File: src/rtl/spw_pkg.sv
package spw_pkg;

    localparam int ADDR_W = 15;
    localparam int DATA_W = 8;

    localparam logic [ADDR_W-1:0] CMD_ADDR_A = 15'h5555;
    localparam logic [ADDR_W-1:0] CMD_ADDR_B = 15'h2AAA;
    localparam logic [DATA_W-1:0] KEY_FIRST  = 8'hAA;
    localparam logic [DATA_W-1:0] KEY_SECOND = 8'h55;
    localparam logic [DATA_W-1:0] OP_LOCK    = 8'hA0;
    localparam logic [DATA_W-1:0] OP_EXTEND  = 8'h80;
    localparam logic [DATA_W-1:0] OP_UNLOCK  = 8'h20;

    // Position inside the command pattern: the next expected step
    typedef enum logic [2:0] {
        ST_KEY1,
        ST_KEY2,
        ST_OPCODE,
        ST_XKEY1,
        ST_XKEY2,
        ST_XOP,
        ST_CLOSED
    } step_e;

    typedef struct packed {
        logic  hit;
        logic  lock_done;
        logic  unlock_done;
        step_e next;
    } match_t;

    function automatic logic is_pair(input logic [ADDR_W-1:0] a,
                                     input logic [DATA_W-1:0] d,
                                     input logic [ADDR_W-1:0] ea,
                                     input logic [DATA_W-1:0] ed);
        return (a == ea) && (d == ed);
    endfunction

    // Evaluate one write against the current step.
    function automatic match_t step_eval(input step_e cur,
                                         input logic [ADDR_W-1:0] a,
                                         input logic [DATA_W-1:0] d);
        match_t m;
        m.hit         = 1'b0;
        m.lock_done   = 1'b0;
        m.unlock_done = 1'b0;
        m.next        = ST_KEY1;
        case (cur)
            ST_KEY1: begin
                if (is_pair(a, d, CMD_ADDR_A, KEY_FIRST)) begin
                    m.hit  = 1'b1;
                    m.next = ST_KEY2;
                end
            end
            ST_KEY2: begin
                if (is_pair(a, d, CMD_ADDR_B, KEY_SECOND)) begin
                    m.hit  = 1'b1;
                    m.next = ST_OPCODE;
                end
            end
            ST_OPCODE: begin
                if (is_pair(a, d, CMD_ADDR_A, OP_LOCK)) begin
                    m.hit       = 1'b1;
                    m.lock_done = 1'b1;
                    m.next      = ST_CLOSED;
                end else if (is_pair(a, d, CMD_ADDR_A, OP_EXTEND)) begin
                    m.hit  = 1'b1;
                    m.next = ST_XKEY1;
                end
            end
            ST_XKEY1: begin
                if (is_pair(a, d, CMD_ADDR_A, KEY_FIRST)) begin
                    m.hit  = 1'b1;
                    m.next = ST_XKEY2;
                end
            end
            ST_XKEY2: begin
                if (is_pair(a, d, CMD_ADDR_B, KEY_SECOND)) begin
                    m.hit  = 1'b1;
                    m.next = ST_XOP;
                end
            end
            ST_XOP: begin
                if (is_pair(a, d, CMD_ADDR_A, OP_UNLOCK)) begin
                    m.hit         = 1'b1;
                    m.unlock_done = 1'b1;
                    m.next        = ST_CLOSED;
                end
            end
            default: begin
                m.next = ST_CLOSED;
            end
        endcase
        // A broken pattern restarts; the breaking write may itself be step one
        if (!m.hit && cur != ST_CLOSED && is_pair(a, d, CMD_ADDR_A, KEY_FIRST)) begin
            m.hit  = 1'b1;
            m.next = ST_KEY2;
        end
        return m;
    endfunction

endpackage

File: src/rtl/spw_seq_match.sv
module spw_seq_match
    import spw_pkg::*;
(
    input  logic              clk,
    input  logic              rst,
    input  logic              wr_acc,
    input  logic              flush,
    input  logic [ADDR_W-1:0] addr,
    input  logic [DATA_W-1:0] data,
    output logic              hit,
    output logic              lock_done,
    output logic              unlock_done
);

    step_e  step_q;
    match_t eval;

    always_comb begin
        eval        = step_eval(step_q, addr, data);
        hit         = wr_acc & eval.hit;
        lock_done   = wr_acc & eval.lock_done;
        unlock_done = wr_acc & eval.unlock_done;
    end

    always_ff @(posedge clk) begin
        if (rst || flush) begin
            step_q <= ST_KEY1;
        end else if (wr_acc) begin
            step_q <= eval.next;
        end
    end

endmodule

File: src/rtl/spw_load_window.sv
module spw_load_window #(
    parameter int LOAD_TIMEOUT = 8
) (
    input  logic clk,
    input  logic rst,
    input  logic wr_stb,
    input  logic cycle_done,
    output logic wr_acc,
    output logic close,
    output logic busy
);

    localparam int GAP_W = $clog2(LOAD_TIMEOUT + 1);
    localparam logic [GAP_W-1:0] GAP_LAST = GAP_W'(LOAD_TIMEOUT - 1);

    logic             loading_q;
    logic             busy_q;
    logic [GAP_W-1:0] gap_q;

    assign busy   = busy_q;
    assign wr_acc = wr_stb & ~busy_q;
    assign close  = loading_q & ~wr_acc & (gap_q == GAP_LAST);

    always_ff @(posedge clk) begin
        if (rst) begin
            loading_q <= 1'b0;
            busy_q    <= 1'b0;
            gap_q     <= '0;
        end else begin
            if (wr_acc) begin
                loading_q <= 1'b1;
                gap_q     <= '0;
            end else if (close) begin
                loading_q <= 1'b0;
                busy_q    <= 1'b1;
                gap_q     <= '0;
            end else if (loading_q) begin
                gap_q <= gap_q + 1'b1;
            end
            if (busy_q && cycle_done) begin
                busy_q <= 1'b0;
            end
        end
    end

endmodule

File: src/rtl/spw_prot_flag.sv
module spw_prot_flag #(
    parameter bit PROT_INIT = 1'b0
) (
    input  logic clk,
    input  logic rst,
    input  logic set_lock,
    input  logic set_unlock,
    input  logic close,
    input  logic busy,
    input  logic cycle_done,
    output logic lock_seen,
    output logic prot
);

    logic seen_lock_q;
    logic seen_unlock_q;
    logic pend_lock_q;
    logic pend_unlock_q;
    // Nonvolatile: only the power-up value, never reset
    logic prot_q = PROT_INIT;

    assign lock_seen = seen_lock_q;
    assign prot      = prot_q;

    always_ff @(posedge clk) begin
        if (rst) begin
            seen_lock_q   <= 1'b0;
            seen_unlock_q <= 1'b0;
            pend_lock_q   <= 1'b0;
            pend_unlock_q <= 1'b0;
        end else begin
            if (close) begin
                pend_lock_q   <= seen_lock_q;
                pend_unlock_q <= seen_unlock_q;
                seen_lock_q   <= 1'b0;
                seen_unlock_q <= 1'b0;
            end else begin
                if (set_lock)   seen_lock_q   <= 1'b1;
                if (set_unlock) seen_unlock_q <= 1'b1;
            end
            if (busy && cycle_done) begin
                pend_lock_q   <= 1'b0;
                pend_unlock_q <= 1'b0;
            end
        end
    end

    always_ff @(posedge clk) begin
        if (!rst && busy && cycle_done) begin
            if (pend_lock_q) begin
                prot_q <= 1'b1;
            end else if (pend_unlock_q) begin
                prot_q <= 1'b0;
            end
        end
    end

endmodule

File: src/rtl/spw_guard.sv
module spw_guard
    import spw_pkg::*;
#(
    parameter int LOAD_TIMEOUT = 8,
    parameter bit PROT_INIT    = 1'b0
) (
    input  logic              clk,
    input  logic              rst,
    input  logic              wr_stb,
    input  logic [ADDR_W-1:0] wr_addr,
    input  logic [DATA_W-1:0] wr_data,
    input  logic              cycle_done,
    output logic              commit_ok,
    output logic              cmd_suppress,
    output logic              prot_on,
    output logic              timer_start
);

    logic wr_acc;
    logic close;
    logic busy;
    logic hit;
    logic lock_done;
    logic unlock_done;
    logic lock_seen;
    logic prot;

    logic commit_q;
    logic suppress_q;
    logic start_q;

    spw_load_window #(.LOAD_TIMEOUT(LOAD_TIMEOUT)) u_window (
        .clk        (clk),
        .rst        (rst),
        .wr_stb     (wr_stb),
        .cycle_done (cycle_done),
        .wr_acc     (wr_acc),
        .close      (close),
        .busy       (busy)
    );

    spw_seq_match u_match (
        .clk         (clk),
        .rst         (rst),
        .wr_acc      (wr_acc),
        .flush       (close),
        .addr        (wr_addr),
        .data        (wr_data),
        .hit         (hit),
        .lock_done   (lock_done),
        .unlock_done (unlock_done)
    );

    spw_prot_flag #(.PROT_INIT(PROT_INIT)) u_flag (
        .clk        (clk),
        .rst        (rst),
        .set_lock   (lock_done),
        .set_unlock (unlock_done),
        .close      (close),
        .busy       (busy),
        .cycle_done (cycle_done),
        .lock_seen  (lock_seen),
        .prot       (prot)
    );

    always_ff @(posedge clk) begin
        if (rst) begin
            commit_q   <= 1'b0;
            suppress_q <= 1'b0;
            start_q    <= 1'b0;
        end else begin
            start_q    <= close;
            commit_q   <= close & (~prot | lock_seen);
            suppress_q <= hit;
        end
    end

    assign commit_ok    = commit_q;
    assign cmd_suppress = suppress_q;
    assign timer_start  = start_q;
    assign prot_on      = prot;

endmodule

File: config.mk
export PLATFORM = sky130hd
export DESIGN_NAME = spw_guard
export DESIGN_NICKNAME = d
export VERILOG_FILES = /design/src/rtl/spw_pkg.sv /design/src/rtl/spw_seq_match.sv /design/src/rtl/spw_load_window.sv /design/src/rtl/spw_prot_flag.sv /design/src/rtl/spw_guard.sv
export SDC_FILE = /design/constraint.sdc
export NUM_CORES = 1
export LEC_CHECK = 0
export ABC_CLOCK_PERIOD_IN_PS = 4500
export BUFFER_PORTS_ARGS = -buffer_cell sky130_fd_sc_hd__clkbuf_2
export CORE_AREA = 5 5 57 59
export CTS_CLUSTER_DIAMETER = 200
export DETAILED_ROUTE_END_ITERATION = 12
export DIE_AREA = 0 0 62 64
export PLACE_DENSITY = 0.62
export SYNTH_ARGS = -nofsm -noshare
export SYNTH_HDL_FRONTEND = slang
export SYNTH_HIERARCHICAL = 1
export SYNTH_SLANG_ARGS = --single-unit
File: constraint.sdc
create_clock -name clk -period 4.5 [get_ports clk]
set_clock_uncertainty 0.2 [all_clocks]
set_input_delay 0.45 -clock clk [delete_from_list [all_inputs] [get_ports clk]]
set_output_delay 0.45 -clock clk [all_outputs]
set_load 0.02 [all_outputs]
==> Word level (Yosys, flattened, before mapping) <==
Cells that the tools add are included.
{ "classes": {"add_sub_neg": 1, "n_eq_ne": 14, "muxes": 22, "n_bitwise": 11, "reduce_logical": 23} }
{ "ops": {"columns": ["cell", "n"], "rows": [
  ["$eq A8 B8 Y1 const B", 3],
  ["$pmux W3 S6", 1],
  ["$eq A15 B14 Y1 const B", 1],
  ["$eq A15 B15 Y1 const B", 1],
  ["$mux W1", 13],
  ["$mux W3", 4],
  ["$logic_and A1 B1 Y1", 10],
  ["$eq A8 B6 Y1 const B", 1],
  ["$eq A8 B7 Y1 const B", 1],
  ["$reduce_or A2 Y1", 4],
  ["$and A1 B1 Y1", 7],
  ["$eq A3 B2 Y1 const B", 2],
  ["$eq A3 B3 Y1 const B", 2],
  ["$add A4 B1 Y4 const B", 1],
  ["$eq A4 B3 Y1 const B", 1],
  ["$mux W2", 2],
  ["$mux W4", 1],
  ["$pmux W1 S4", 1],
  ["$reduce_and A2 Y1", 2],
  ["$reduce_bool A2 Y1", 2],
  ["$eq A3 B1 Y1 const B", 1],
  ["$logic_not A3 Y1", 1],
  ["$ne A3 B3 Y1 const B", 1],
  ["$not A1 Y1", 3],
  ["other kinds (4)", 5]
]} }
{ "totals": {"regBits": 17, "output_inout_bits": 4} }

==> Logic depth before layout (Yosys ltp) <==
{ "depth": {"word_depth": 10, "mapped_depth": 7, "mapped_depth_nobuf": 6} }

==> Cells and area by module <==
The synthesis kept the hierarchy.
{ "by_module_without_submodules": {"columns": ["module", "n_inst", "cells_per_inst", "area_each_um2", "seq_area_each_um2"], "rows": [
  ["spw_seq_match", 1, 61, 496.7, 60.1],
  ["spw_load_window", 1, 27, 264.0, 120.1],
  ["spw_prot_flag", 1, 15, 173.9, 110.1],
  ["spw_guard", 1, 7, 90.1, 60.1]
]} }

==> Worst setup path after synthesis <==
Ideal clock, no wire load.
{ "synth_path": {"path_type": "input port to flip-flop", "start": "input port wr_addr[1]", "end": "register u_flag.seen_lock_q (netlist: u_flag/lock_seen)", "setup_time_ns": 0.078, "arrival_ns": 1.792, "required_time_ns": 4.222, "setup_slack_ns": 2.430, "path_stages": 6, "cell_sequence": "or4b_4 -> nor4_4 -> and2_4 -> and4_1 -> nor2_1 -> nor3_1"} }
{ "synth_via": {"elab_chain_len": 5} }
{ "synth_rtl": {"columns": ["item", "line", "rtl"], "rows": [
  ["from (decl)", "spw_guard.sv:10", "input logic [ADDR_W-1:0] wr_addr,"],
  ["$eq A15 B15 Y1", "spw_pkg.sv:36", "return (a == ea) && (d == ed);"],
  ["$logic_and A1 B1 Y1", "spw_pkg.sv:36", null],
  ["$mux W1", "spw_pkg.sv:62", "if (is_pair(a, d, CMD_ADDR_A, OP_LOCK)) begin"],
  ["$mux W1", "spw_pkg.sv:48", "case (cur)"],
  ["$and A1 B1 Y1", "spw_seq_match.sv:21", "lock_done = wr_acc & eval.lock_done;"],
  ["named net lock_done", "spw_guard.sv:23", "logic lock_done;"],
  ["to (signal assigned)", "spw_prot_flag.sv:27", "seen_lock_q <= 1'b0;"],
  ["to (signal assigned)", "spw_prot_flag.sv:35", "seen_lock_q <= 1'b0;"],
  ["to (signal assigned)", "spw_prot_flag.sv:38", "if (set_lock) seen_lock_q <= 1'b1;"],
  ["to (decl)", "spw_prot_flag.sv:15", "logic seen_lock_q;"]
]} }
The timed path passes the listed nets, and every way through them passes these cells.
A chain may end at the register's enable or synchronous reset.

==> Final worst setup path <==
{ "layout_path": {"start": "register u_match.step_q[2]", "end": "register u_match.step_q[2]"} }
{ "layout_via": {"elab_chain_len": 7} }
{ "layout_rtl": {"columns": ["item", "line", "rtl"], "rows": [
  ["from (decl)", "spw_seq_match.sv:15", "step_e step_q;"],
  ["from (signal assigned)", "spw_seq_match.sv:29", "step_q <= eval.next;"],
  ["$eq A3 B1 Y1 (tied with other cells)", "spw_pkg.sv:48", null],
  ["$reduce_or A2 Y1 (no source line)", null, null],
  ["$pmux W1 S4", "spw_pkg.sv:48", null],
  ["$logic_not A1 Y1", "spw_pkg.sv:95", "if (!m.hit && cur != ST_CLOSED && is_pair(a, d, CMD_ADDR_A, KEY_FIRST)) begin"],
  ["$logic_and A1 B1 Y1 (2 in a row)", "spw_pkg.sv:95", null],
  ["$mux W3 (*)", "spw_pkg.sv:95", null]
]} }
Every way passes the cells marked *; elsewhere a longest branch is shown, timed or not.

==> impl_metrics.py <==
metrics = {
    "clock_tree": {
        "path_clk_slew_ns": 0.09,
        "htree_levels": 1,
        "ctsRootBufferMaster": "clkbuf_4",
        "cts_tree": "yes",
        "ctsResizeCount": 0,
        "ctsHoldBuffers": 0,
        "insertion_delay_ns": 0.28,
        "cts-buffers-inserted": 3,
        "cts_setup_buffers": 0,
        "clockBufferDepth": 2,
        "clkSinkCount": 17,
    },
    "global_routing": {
        "antenna_found_initial": 0,
        "grt_usage_pct": 12.2,
        "overflow": 0,
        "grt_max_degree": 15,
        "grt_pass1_wl_um": 3880,
        "grt_pass1_vias": 961,
    },
    "sta": {
        "post-route-min-period_ns": 2.16,
        "tns_ns": 0,
        "rsz0062_at_grt": "no",
        "tightestPinTransition_ns": 0.680,
        "drv_slew": 0,
        "final.period_utilization_pct": 47.9,
        "finalHoldViolations": 0,
        "fin_ws_ns": 2.34,
        "finalSetupViolations": 0,
        "fmax_mhz": 464,
        "relSlewSlack_pct": 54.1,
    },
    "detailed_routing": {
        "drt_iter0_drc": 24,
        "via_per_inst": 5.70,
        "ant_nets": 0,
        "vias": 981,
        "dr.pass1.iters": 4,
        "drcViolationCount": 0,
        "wire_per_inst_um": 13.2,
        "drt-total-wl_um": 2270,
    },
    "min_path": {
        "min_to": "u_flag/pend_unlock_q$_SDFFE_PP0P_",
        "hold_path_depth": 2,
        "holdCritStartpoint": "cycle_done",
        "hp-class": "primary input to flop",
    },
    "placed_design": {
        "placed_cell_area_um2": 1200,
        "port_buffers": 30,
        "dp_hpwl_um": 1830,
        "gp_congestion": 0.781,
        "place_ws_ns": 2.25,
    },
    "final_layout": {
        "nets": 170,
        "design_area_um2": 1230,
        "fillers": 273,
        "drive_gt1_share_pct": 30.5,
        "synthToLayoutAreaGrowth_pct": 19.7,
        "n_antenna_cell": 0,
    },
    "floorplanning": {
        "core_um2": 2660,
        "start_util_pct": 38.5,
        "io_pins": 31,
        "die_h_um": 64,
        "rows": 19,
        "die_x_um": 62,
        "dieArea_um2": 3970,
    },
    "power": {
        "p_per_area_nw_per_um2": 217,
        "peakVddDrop_uv": 134,
        "leakagePower_uw": 0.000483,
    },
    "worst_setup_path": {
        "crit_arrival_ns": 2.10,
        "reg2reg_to": "u_match/step_q[2]$_SDFFE_PP0P_",
        "reg2reg_depth": 5,
        "required_ns": 4.44,
        "cp_max_fo": 10,
        "regToRegSetupSlack_ns": 2.34,
        "cp-start-kind": "flop",
        "r2r-start": "u_match/step_q[2]$_SDFFE_PP0P_",
        "crit_path_end_kind": "flop",
        "path_class": "flop to flop",
    },
    "synth": {
        "syn_avg_cell_area_um2": 9.32,
        "synth_area_leaders": "dfxtp_1 (31%), nor4bb_1 (4.9%), nor2_1 (3.7%)",
        "synth_top_area_share_pct": 31.3,
        "synth_enable_flop_cells": 1,
        "ys.warnings.count": 6,
        "ys.flop_type": "dfxtp_1",
        "synth_common_cells": "dfxtp_1 (16), nor2_1 (10), a21oi_1 (7), nor3_1 (7)",
        "yosysSeqAreaShare_pct": 34.2,
        "synth_cell_types": 46,
        "synth_most_common_cell": "dfxtp_1",
        "synthArstFlopShare_pct": 0,
        "synthCells": 110,
        "syn_nets": 138,
        "ys_ff_latch": 17,
        "yosys.area.top_type": "dfxtp_1",
        "netlist_area_um2": 1020,
    },
    "outcome": {
        "status": "finished clean",
    },
    "job": {
        "maxCapViolations": 0,
    },
}
## layer usage
layer	share of wire [%]	global-route usage, %	vias to the layer above	routed length, um
li1	-	-	498	-
met1	42	15.5	453	959
met2	52	20.5	26	1180
met3	4.6	1.61	4	104
met4	1.1	4.24	0	24
met5	0	0	-	0
## critical path: stages (launching register included)
cell	delay [ns]
dfxtp_1	0.49
and3b_1	0.23
nor4b_1	0.62
a31oi_1	0.19
o21ai_0	0.20
a211oi_1	0.09
## cells in the final DEF (no fill, tap or decap), types with 3 or more instances in the layout
cell type / n
o211ai_1: 3
mux2i_1: 3
a21oi_1: 7
dfxtp_1: 16
nor2_1: 10
nand2_1: 5
clkbuf_4: 3
and4_1: 3
nor4bb_1: 5
nand4_1: 3
clkbuf_2: 30
a211oi_1: 3
inv_1: 4
nor3_1: 7
## report_power, final
group | leakage, uW | internal, uW | switching, uW
logic | 0.000327 | 16.6 | 16.4
clock network | 0.0000150 | 34.3 | 43.2
registers | 0.000141 | 153 | 2.61
total | 0.000483 | 204 | 62.2
## cell families (layout without fill, tap and decap cells)
family	count (synthesis)	after routing	share of synthesized area (%)
muxes	3	3	2.93
and+or+nand+nor	54	54	38.6
AOI/OAI and AO/OA	25	25	17.7
adders and majority gates	1	1	1.22
DFF	17	17	34.2
xor gates and xnor gates	3	3	2.56
buffers and inverters	7	38	2.81
## stage by stage
stage	power (uW)	util, %	cells	hold slack, ns
2_1_floorplan	173	-	110	0.230
3_5_place_dp	192	45.1	168	0.248
6_report	266	46.1	172	0.199
4_1_cts	271	46.1	172	0.187
5_1_grt	281	46.1	172	0.197
3_3_place_gp	191	45.1	168	0.238
## sequential cells by signal (all words and copies together) (netlist names)
name	flops
cmd_suppress	1
commit_ok	1
timer_start	1
u_flag/lock_seen	1
u_flag/pend_lock_q	1
u_flag/pend_unlock_q	1
u_flag/prot	1
u_flag/seen_unlock_q	1
u_match/step_q	3
u_window/busy	1
u_window/gap_q	4
u_window/loading_q	1
## worst max-delay path by stage
stage / from / end / slack, ns / cells past startpoint
after CTS: u_match/step_q[2]$_SDFFE_PP0P_ / u_match/step_q[2]$_SDFFE_PP0P_ / 2.37 / 5
after global routing: u_match/step_q[2]$_SDFFE_PP0P_ / u_match/step_q[0]$_SDFFE_PP0P_ / 2.20 / 5
final: u_match/step_q[2]$_SDFFE_PP0P_ / u_match/step_q[2]$_SDFFE_PP0P_ / 2.34 / 5
after global placement: wr_addr[1] / u_flag/lock_seen$_SDFFE_PP0P_ / 2.28 / 7
after floorplan: wr_addr[1] / u_flag/lock_seen$_SDFFE_PP0P_ / 2.43 / 6
after detailed placement: wr_addr[1] / u_flag/seen_unlock_q$_SDFFE_PP0P_ / 2.25 / 7
## cell type report
cell class | instances | area, um^2 | share of cell area (%)
Multi-Input combinational cell | 86 | 646 | 52.7
Inverter | 4 | 15.0 | 1.22
Tap cell | 31 | 38.8 | 3.16
Timing Repair Buffer | 30 | 150 | 12.2
Sequential cell | 17 | 350 | 28.6
Clock buffer | 4 | 26.3 | 2.14
Power figures use the tool's default switching activity.
